==> config.mk <==
export PLATFORM = sky130hd
export DESIGN_NAME = pm1_evt_regs
export DESIGN_NICKNAME = d
export VERILOG_FILES = /design/src/rtl/pm1_evt_pkg.sv /design/src/rtl/pm1_win_dec.sv /design/src/rtl/pm1_wr_lanes.sv /design/src/rtl/pm1_rd_path.sv /design/src/rtl/pm1_evt_core.sv /design/src/rtl/pm1_evt_regs.sv
export SDC_FILE = /design/constraint.sdc
export NUM_CORES = 1
export LEC_CHECK = 0
export BUFFER_PORTS_ARGS = -buffer_cell sky130_fd_sc_hd__buf_2
export CORE_MARGIN = 4
export CORE_UTILIZATION = 51
export CTS_BUF_LIST = sky130_fd_sc_hd__clkbuf_2
export CTS_CLUSTER_SIZE = 25
export DETAILED_ROUTE_END_ITERATION = 10
export MAX_ROUTING_LAYER = met4
export PLACE_DENSITY_LB_ADDON = 0.05
export SYNTH_ARGS = -nofsm -noshare
export SYNTH_HDL_FRONTEND = slang
export SYNTH_SLANG_ARGS = --single-unit
==> constraint.sdc <==
create_clock -name clk -period 4.8 [get_ports clk]
set_clock_uncertainty 0.05 [all_clocks]
set_input_delay 1.2 -clock clk [delete_from_list [all_inputs] [get_ports clk]]
set_output_delay 1.2 -clock clk [all_outputs]
set_load 0.01 [all_outputs]
==> src/rtl/pm1_evt_pkg.sv <==
package pm1_evt_pkg;

   // Status / enable bit positions shared by both registers
   localparam int unsigned STS_TMR_BIT = 0;
   localparam int unsigned STS_GBL_BIT = 5;
   localparam int unsigned STS_PWR_BIT = 8;
   localparam int unsigned STS_SLP_BIT = 9;

   // Bits that may raise the interrupt
   localparam logic [15:0] EVT_MASK = 16'h0321;

   typedef enum logic [1:0] {
      SZ_BYTE  = 2'd0,
      SZ_WORD  = 2'd1,
      SZ_DWORD = 2'd2,
      SZ_WIDE  = 2'd3
   } io_size_e;

   // Byte count of an access; the widest code is folded onto dword
   function automatic logic [3:0] size_to_bytes(input logic [1:0] sz);
      logic [3:0] n;
      case (io_size_e'(sz))
         SZ_BYTE: n = 4'd1;
         SZ_WORD: n = 4'd2;
         default: n = 4'd4;
      endcase
      return n;
   endfunction

endpackage

==> src/rtl/pm1_win_dec.sv <==
module pm1_win_dec #(
   parameter int unsigned          ADDR_W    = 16,
   parameter logic [ADDR_W-1:0]    BASE_V0   = 'h1F40,
   parameter logic [ADDR_W-1:0]    BASE_V1   = 'h0C00,
   parameter int unsigned          WIN_BYTES = 4,
   localparam int unsigned         OFF_W     = $clog2(WIN_BYTES)
) (
   input  logic [ADDR_W-1:0] addr,
   input  logic              ver,
   output logic              hit,
   output logic [OFF_W-1:0]  off
);

   generate
      if (BASE_V0 == BASE_V1) begin : g_bad_base
         $error("pm1_win_dec: both window bases are equal");
      end
      if ((1 << OFF_W) != WIN_BYTES) begin : g_bad_win
         $error("pm1_win_dec: window size must be a power of two");
      end
   endgenerate

   logic [ADDR_W-1:0] base;
   logic [ADDR_W-1:0] rel;

   always_comb begin
      base = ver ? BASE_V1 : BASE_V0;
      rel  = addr - base;
      hit  = (rel < ADDR_W'(WIN_BYTES));
      off  = rel[OFF_W-1:0];
   end

endmodule

==> src/rtl/pm1_wr_lanes.sv <==
module pm1_wr_lanes
   import pm1_evt_pkg::*;
#(
   parameter int unsigned  NBYTES = 4,
   localparam int unsigned OFF_W  = $clog2(NBYTES),
   localparam int unsigned DATA_W = 8 * NBYTES
) (
   input  logic              wr,
   input  logic [OFF_W-1:0]  off,
   input  logic [1:0]        size,
   input  logic [DATA_W-1:0] wdata,
   output logic [NBYTES-1:0] byte_we,
   output logic [DATA_W-1:0] byte_data
);

   localparam int unsigned NB_W = 4;

   logic [NB_W-1:0] nbytes;
   assign nbytes = size_to_bytes(size);

   // Register byte j receives data lane (j - off) when that lane exists
   for (genvar j = 0; j < NBYTES; j++) begin : g_lane
      logic [OFF_W:0]    rel;
      logic [DATA_W-1:0] shifted;
      logic              above;

      always_comb begin
         above   = ((OFF_W+1)'(j) >= {1'b0, off});
         rel     = (OFF_W+1)'(j) - {1'b0, off};
         shifted = wdata >> {rel, 3'b000};
      end

      assign byte_we[j]          = wr && above && (NB_W'(rel) < nbytes);
      assign byte_data[j*8 +: 8] = shifted[7:0];
   end

endmodule

==> src/rtl/pm1_rd_path.sv <==
module pm1_rd_path
   import pm1_evt_pkg::*;
#(
   parameter int unsigned  NBYTES = 4,
   localparam int unsigned OFF_W  = $clog2(NBYTES),
   localparam int unsigned DATA_W = 8 * NBYTES
) (
   input  logic              rd,
   input  logic              hit,
   input  logic [OFF_W-1:0]  off,
   input  logic [1:0]        size,
   input  logic [DATA_W-1:0] word,
   output logic [DATA_W-1:0] rdata
);

   localparam int unsigned NB_W = 4;

   logic [NB_W-1:0]   nbytes;
   logic [DATA_W-1:0] shifted;

   assign nbytes  = size_to_bytes(size);
   assign shifted = word >> {off, 3'b000};

   // Keep only the lanes that belong to the access size
   for (genvar j = 0; j < NBYTES; j++) begin : g_keep
      logic keep;
      assign keep = rd && hit && (NB_W'(j) < nbytes);
      assign rdata[j*8 +: 8] = keep ? shifted[j*8 +: 8] : 8'h00;
   end

endmodule

==> src/rtl/pm1_evt_core.sv <==
module pm1_evt_core #(
   parameter int unsigned    REG_BYTES      = 2,
   localparam int unsigned   REG_W          = 8 * REG_BYTES,
   localparam int unsigned   WIN_BYTES      = 2 * REG_BYTES,
   parameter logic [REG_W-1:0] SCI_MASK     = REG_W'(pm1_evt_pkg::EVT_MASK),
   parameter logic [REG_W-1:0] STS_IMPL     = REG_W'(pm1_evt_pkg::EVT_MASK),
   parameter bit             SCI_REGISTERED = 1'b0
) (
   input  logic                   clk,
   input  logic                   rst_n,
   input  logic [WIN_BYTES-1:0]   byte_we,
   input  logic [8*WIN_BYTES-1:0] byte_data,
   input  logic [REG_W-1:0]       set_vec,
   output logic [REG_W-1:0]       sts_q,
   output logic [REG_W-1:0]       en_q,
   output logic                   sci
);

   logic [REG_W-1:0] clr_vec;
   logic [REG_W-1:0] sts_d;
   logic [REG_W-1:0] en_d;

   // Status bytes occupy the low lanes, enable bytes the high lanes
   for (genvar b = 0; b < REG_BYTES; b++) begin : g_byte
      assign clr_vec[b*8 +: 8] = byte_we[b] ? byte_data[b*8 +: 8] : 8'h00;
      assign en_d[b*8 +: 8]    = byte_we[REG_BYTES+b]
                                 ? byte_data[(REG_BYTES+b)*8 +: 8]
                                 : en_q[b*8 +: 8];
   end

   // A set in the same cycle overrides the clear
   assign sts_d = ((sts_q & ~clr_vec) | set_vec) & STS_IMPL;

   always_ff @(posedge clk or negedge rst_n) begin
      if (!rst_n) begin
         sts_q <= '0;
         en_q  <= '0;
      end else begin
         sts_q <= sts_d;
         en_q  <= en_d;
      end
   end

   generate
      if (SCI_REGISTERED) begin : g_sci_ff
         logic sci_q;
         always_ff @(posedge clk or negedge rst_n) begin
            if (!rst_n) sci_q <= 1'b0;
            else        sci_q <= |(sts_d & en_d & SCI_MASK);
         end
         assign sci = sci_q;
      end else begin : g_sci_comb
         assign sci = |(sts_q & en_q & SCI_MASK);
      end
   endgenerate

endmodule

==> src/rtl/pm1_evt_regs.sv <==
module pm1_evt_regs
   import pm1_evt_pkg::*;
#(
   parameter int unsigned       ADDR_W         = 16,
   parameter logic [ADDR_W-1:0] BASE_V0        = 'h1F40,
   parameter logic [ADDR_W-1:0] BASE_V1        = 'h0C00,
   parameter int unsigned       REG_BYTES      = 2,
   parameter bit                SCI_REGISTERED = 1'b0,
   localparam int unsigned      WIN_BYTES      = 2 * REG_BYTES,
   localparam int unsigned      DATA_W         = 8 * WIN_BYTES
) (
   input  logic              clk,
   input  logic              rst_n,
   input  logic [ADDR_W-1:0] io_addr,
   input  logic              io_rd,
   input  logic              io_wr,
   input  logic [1:0]        io_size,
   input  logic [DATA_W-1:0] io_wdata,
   output logic [DATA_W-1:0] io_rdata,
   output logic              io_hit,
   input  logic              evt_tmr_carry,
   input  logic              evt_global,
   input  logic              evt_pwr_btn,
   input  logic              evt_slp_btn,
   input  logic              ver_req_valid,
   input  logic              ver_req,
   output logic              win_ver,
   output logic              sci
);

   localparam int unsigned REG_W = 8 * REG_BYTES;
   localparam int unsigned OFF_W = $clog2(WIN_BYTES);

   generate
      if (REG_BYTES < 2 || REG_BYTES > 4) begin : g_bad_regs
         $error("pm1_evt_regs: REG_BYTES must lie in 2..4");
      end
      if ((1 << $clog2(REG_BYTES)) != REG_BYTES) begin : g_bad_pow
         $error("pm1_evt_regs: REG_BYTES must be a power of two");
      end
   endgenerate

   logic                 win_ver_q;
   logic [OFF_W-1:0]     win_off;
   logic                 win_hit;
   logic [WIN_BYTES-1:0] byte_we;
   logic [DATA_W-1:0]    byte_data;
   logic [REG_W-1:0]     set_vec;
   logic [REG_W-1:0]     sts_q;
   logic [REG_W-1:0]     en_q;

   // Window version: only a differing request moves the window
   always_ff @(posedge clk or negedge rst_n) begin
      if (!rst_n)                                  win_ver_q <= 1'b0;
      else if (ver_req_valid && ver_req != win_ver_q) win_ver_q <= ver_req;
   end

   always_comb begin
      set_vec              = '0;
      set_vec[STS_TMR_BIT] = evt_tmr_carry;
      set_vec[STS_GBL_BIT] = evt_global;
      set_vec[STS_PWR_BIT] = evt_pwr_btn;
      set_vec[STS_SLP_BIT] = evt_slp_btn;
   end

   pm1_win_dec #(
      .ADDR_W    (ADDR_W),
      .BASE_V0   (BASE_V0),
      .BASE_V1   (BASE_V1),
      .WIN_BYTES (WIN_BYTES)
   ) u_win (
      .addr (io_addr),
      .ver  (win_ver_q),
      .hit  (win_hit),
      .off  (win_off)
   );

   pm1_wr_lanes #(
      .NBYTES (WIN_BYTES)
   ) u_wr (
      .wr        (io_wr && win_hit),
      .off       (win_off),
      .size      (io_size),
      .wdata     (io_wdata),
      .byte_we   (byte_we),
      .byte_data (byte_data)
   );

   pm1_evt_core #(
      .REG_BYTES      (REG_BYTES),
      .SCI_REGISTERED (SCI_REGISTERED)
   ) u_core (
      .clk       (clk),
      .rst_n     (rst_n),
      .byte_we   (byte_we),
      .byte_data (byte_data),
      .set_vec   (set_vec),
      .sts_q     (sts_q),
      .en_q      (en_q),
      .sci       (sci)
   );

   pm1_rd_path #(
      .NBYTES (WIN_BYTES)
   ) u_rd (
      .rd    (io_rd),
      .hit   (win_hit),
      .off   (win_off),
      .size  (io_size),
      .word  ({en_q, sts_q}),
      .rdata (io_rdata)
   );

   assign io_hit  = win_hit;
   assign win_ver = win_ver_q;

endmodule

* Yosys cells after proc, flatten, opt, wreduce, memory -nomap -nowiden
Cells that the tools add are included.
** Word-level totals
- Flip-flop bits (word level) :: 21
- Logic and storage cells :: 56
** Operators by class
- $add $sub $neg :: 5
- Order comparisons :: 12
- Eq/ne operators :: 2
- Shift operators :: 5
- Muxes and demuxes :: 8
- Bitwise gates (word level) :: 4
- Reductions and logical operators :: 16
** Operators with widths (count)
- $shr 32x6->8 :: 3
- $mux 8 :: 5
- $shr 32x5->32 :: 1
- $shr 32x6->2 :: 1
- $and 10x10->10 :: 2
- $lt 16x3->1 const B :: 1
- $lt 3x4->1 :: 4
- $sub 16x16->16 :: 1
- $logic_and 1x1->1 :: 14
- $mux 13 :: 1
- $not 10->10 :: 1
- $or 10x10->10 :: 1
- $lt 1x3->1 const A :: 2
- $lt 2x3->1 const A :: 2
- $pmux 3 s2 :: 1
- $sub 1x2->3 const A :: 2
- $sub 2x2->3 const A :: 2
- $ge 1x2->1 const A :: 2
- $reduce_or 4->1 :: 1
- $eq 2x1->1 const B :: 1
- $ge 2x2->1 const A :: 1
- $logic_not 2->1 :: 1
- $mux 2 :: 1
- $ne 1x1->1 :: 1

* Longest topological paths before layout
- Word-level depth :: 10
- Depth in mapped cells :: 11
- Gate-level depth less buffers :: 9

* Cells and area by module
A second synthesis with hierarchy kept.
** Unflattened totals
- Cells, all modules :: 291
- Area total of the unflattened synthesis :: 2766.4 µm²
** By module, submodules not included
- pm1_evt_core :: instances 1, cells an instance 62, area each 920.9 µm²
- pm1_wr_lanes :: instances 1, cells an instance 97, area each 853.3 µm²
- pm1_rd_path :: instances 1, cells an instance 86, area each 628.1 µm²
- pm1_win_dec :: instances 1, cells an instance 42, area each 314.1 µm²
- pm1_evt_regs :: instances 1, cells an instance 4, area each 50.0 µm²

* Worst setup path after synthesis
No wires, ideal clock.
- Kind :: input to output
- Start point :: input io_addr[6]
- End point :: output io_rdata[16]
- Arrival :: 3.404 ns
- Setup slack :: 0.146 ns
- Cell stages on the path :: 10
- Path buffers :: 1
- Cell sequence :: inv_1 -> ha_1 -> ha_1 -> nand2b_1 -> a211oi_2 -> mux2i_1 -> or2_2 -> nand4_1 -> clkbuf_1 -> nor4b_1
** On the way
- Longest elaborated chain between the ends :: 5
** RTL lines
- start, declared :: line pm1_evt_regs.sv:14 : input logic [ADDR_W-1:0] io_addr,
- $sub 16x16->16 :: line pm1_win_dec.sv:28 : rel = addr - base;
- $lt 16x3->1 :: line pm1_win_dec.sv:29 : hit = (rel < ADDR_W'(WIN_BYTES));
- $logic_and 1x1->1 (2 in a row) :: line pm1_rd_path.sv:27 : assign keep = rd && hit && (NB_W'(j) < nbytes);
- $mux 8 :: line pm1_rd_path.sv:28 : assign rdata[j*8 +: 8] = keep ? shifted[j*8 +: 8] : 8'h00;
- end, declared :: line pm1_evt_regs.sv:19 : output logic [DATA_W-1:0] io_rdata,
Every way passes these cells.

* Worst setup path in the final report
- Start point :: input io_addr[6]
- End point :: output io_rdata[18]
The elaborated chain is that of the path after synthesis.

==> impl_metrics.tcl <==
set metrics [dict create \
    multi_input_area_um2 1850 \
    ys_warn_count 0 \
    swShare_pct 34.1 \
    fillers 350 \
    drive_gt1_share_pct 50.1 \
    grt_use_met3_pct 2.61 \
    port_buffers 94 \
    h-tree-depth 1 \
    fin_crit_ns 4.75 \
    gr-max-usage-layer "met2" \
    vias_per_cell 6.04 \
    dp_slack_ns -0.0517 \
    synth_edf_count 0 \
    place_area_um2 2920 \
    synthToLayoutAreaGrowth_pct 33.1 \
    rows 24 \
    fmax_mhz 211 \
    p_int_uw 285 \
    hold_buffers 0 \
    min_from "u_core.sts_q[0]" \
    insertedDiodeCount 0 \
    die-height_um 75.9 \
    timing.rr.end "u_core.en_q[7]" \
    start_kind "primary input" \
    dp_cells 382 \
    dr.pass1.iters 4 \
    critical_path.slowest_cell "nor4b_1" \
    mappedNetlistNets 312 \
    cts_buffer_depth 2 \
    grt_pass1_vias 2176 \
    slew_headroom_pct 42.4 \
    ys_types 48 \
    status "finished, final reports clean" \
    crit_end "io_rdata[18]" \
    ys_seq_area_share_pct 22.3 \
    period_share_pct 98.9 \
    core_area_um2 4410 \
    ys.flop_type "dfrtp_1" \
    grt_max_degree 28 \
    io_pins 95 \
    cts_num_sinks 21 \
    fp.dieArea_um2 5770 \
    final_nets 414 \
    async_flop_share_pct 100 \
    initial_core_util_pct 53.3 \
    cp_cell_sequence "buf_2 > inv_1 > ha_2 > ha_2 > nand2b_4 > a211oi_4 > mux2i_1 > or2_4 > nand4_1 > buf_6 > buf_12 > nor4b_1 > buf_2" \
    p_leak_nw 1.45 \
    routabilityCongestion 0.861 \
    max_stage_delay_ns 0.31 \
    layout.cells.non_filler 391 \
    required_ns 3.55 \
    grt_pass1_wl_um 10600 \
    overflow 0 \
    grt_use_total_pct 22.3 \
    ir_worst_vdd_mv 0.102 \
    syn_inst 238 \
    synth.avg_cell_area_um2 9.89 \
    hold_violations 0 \
    path_depth 13 \
    cp-startpoint "io_addr[6]" \
    worst_slack_ns 0.0550 \
    cts_tree "built" \
    final_util_pct 70.9 \
    use_met2_pct 34.2 \
    powerDensity_nw_per_um2 138 \
    grt_util_met1_pct 32.3 \
    hp-class "reg -> reg" \
    cp_top_family "simple AND/OR/NAND/NOR gates" \
    via_count 2360 \
    cap_viol_max_count 0 \
    hpwl_um 5070 \
    p_switching_uw 148 \
    timing.rr.start "win_ver" \
    seqPwrFrac_pct 41.5 \
    die_x_um 75.9 \
    fin_area_um2 3130 \
    drt_iter0_markers 237 \
    regArea_um2 526 \
    setup_violations 0 \
    synth_area_um2 2350 \
    combPwrFrac_pct 41.6 \
    wl_um 6560 \
    final_common_cell "buf_2" \
    cts.reportedPaths.clkPinSlew_ns 0.20 \
    path_class "in -> out" \
    p_clk_share_pct 16.9 \
    cts-buffers-inserted 3 \
    cp_max_fo 14 \
    wl_per_cell_um 16.8 \
    tightest_slew_ns 0.859 \
    drv_slew 0 \
    worstPathBufferInverterCount 5 \
    final_antenna_net_count 0 \
    worstRegToRegCells 11 \
    synth_seq_cells 21 \
    most-common-layout-cells "94 x buf_2, 21 x dfrtp_1, 20 x nand2_1" \
    arrival_ns 3.50 \
    antenna_found_initial 0 \
    root_buffer "clkbuf_2" \
    worstSetupEndpointType "output port" \
    clk-insertion-delay-late_ns 0.31 \
    rrSetupSlack_ns 1.65 \
    finalSetupTns_ns 0 \
    route.detailed.drc 0 \
]
[power by group through the flow]
stage,sequential [mW],combinational (mW),clock (mW)
finish,0.179,0.180,0.0731
global route,0.180,0.201,0.0846
CTS,0.180,0.169,0.0752
detailed placement,0.183,0.168,0
global placement,0.183,0.165,0
floorplan,0.183,0.108,0
[flip-flops by register name (all words and copies together) (netlist names)]
signal	count
u_core.sts_q	4
win_ver	1
u_core.en_q	16
[layout make-up]
type,count,area share (%)
clock buffer,3,0.479
timing repair buffer,110,19.9
tap,52,2.08
multi-input combinational,192,59.1
inverter,12,1.44
sequential,21,16.8
clock inverter,1,0.160
[worst register-to-register path, delay by kind of cell (launching register included)]
family	cells	cell delay, ns
fa+ha+maj	2	0.50
buf+inv	3	0.34
mux	1	0.41
simple gates	3	0.93
flops	1	0.47
compound gates	2	0.37
[repair_timing]
item	in CTS	in global routing
endpoints found under the hold margin	0	0
setup buffers	0	4
endpoints found under the setup margin	8	31
gates resized for setup	1	26
pin swaps	0	5
gates cloned	0	1
[cell usage after synthesis (2+ instances only)]
master / count / area, um2
dfrtp_1: 21 / 526
nand2_1: 20 / 75.1
mux4_2: 18 / 405
mux2_2: 17 / 191
nor3_1: 16 / 80.1
nor2_1: 15 / 56.3
ha_1: 14 / 175
mux2i_1: 13 / 130
inv_1: 11 / 41.3
nor4b_1: 10 / 87.6
a22oi_1: 8 / 60.1
clkbuf_1: 8 / 30.0
nor4_1: 7 / 43.8
a21oi_1: 6 / 30.0
nand2b_1: 5 / 31.3
o21ai_0: 5 / 25.0
o22a_1: 4 / 35.0
buf_2: 3 / 15.0
a2111oi_0: 2 / 17.5
a31oi_1: 2 / 12.5
buf_1: 2 / 7.51
nand3_1: 2 / 10.0
nand4_1: 2 / 12.5
nor4b_4: 2 / 47.6
o21a_1: 2 / 15.0
[stage by stage]
| step | hold slack (ns) | power [mW] |
|---|---|---|
| detailed placement | 0.482 | 0.350 |
| CTS | 0.516 | 0.424 |
| global placement | 0.467 | 0.348 |
| global route | 0.553 | 0.465 |
| floorplan | 0.446 | 0.290 |
| finish | 0.518 | 0.433 |
[worst min-delay path by stage]
stage	endpoint	slack (ns)	cells past startpoint
floorplan	u_core.sts_q[0]	0.45	1
global placement	u_core.en_q[2]	0.47	1
detailed placement	u_core.en_q[2]	0.48	1
CTS	u_core.sts_q[0]	0.52	1
global route	u_core.en_q[2]	0.55	1
finish	u_core.sts_q[0]	0.52	1
[per-layer routing]
metal	share of wire, %	vias up
li1	-	1138
met1	44	1133
met2	48	87
met3	7.5	2
met4	0.38	0
met5	0	-
[kinds of logic (layout without fill, tap and decap cells)]
family	after synthesis	in the layout	share of synthesized area, %
AO/OA/AOI/OAI	40	40	12.6
XOR/XNOR	2	2	0.744
adder cells (fa/ha/maj)	14	14	7.44
buffers and inverters	25	126	4.15
flip-flops	21	21	22.3
multiplexers	48	48	30.9
AND/OR/NAND/NOR	88	88	21.9
Note: power is estimated with default switching activity, not from simulation.
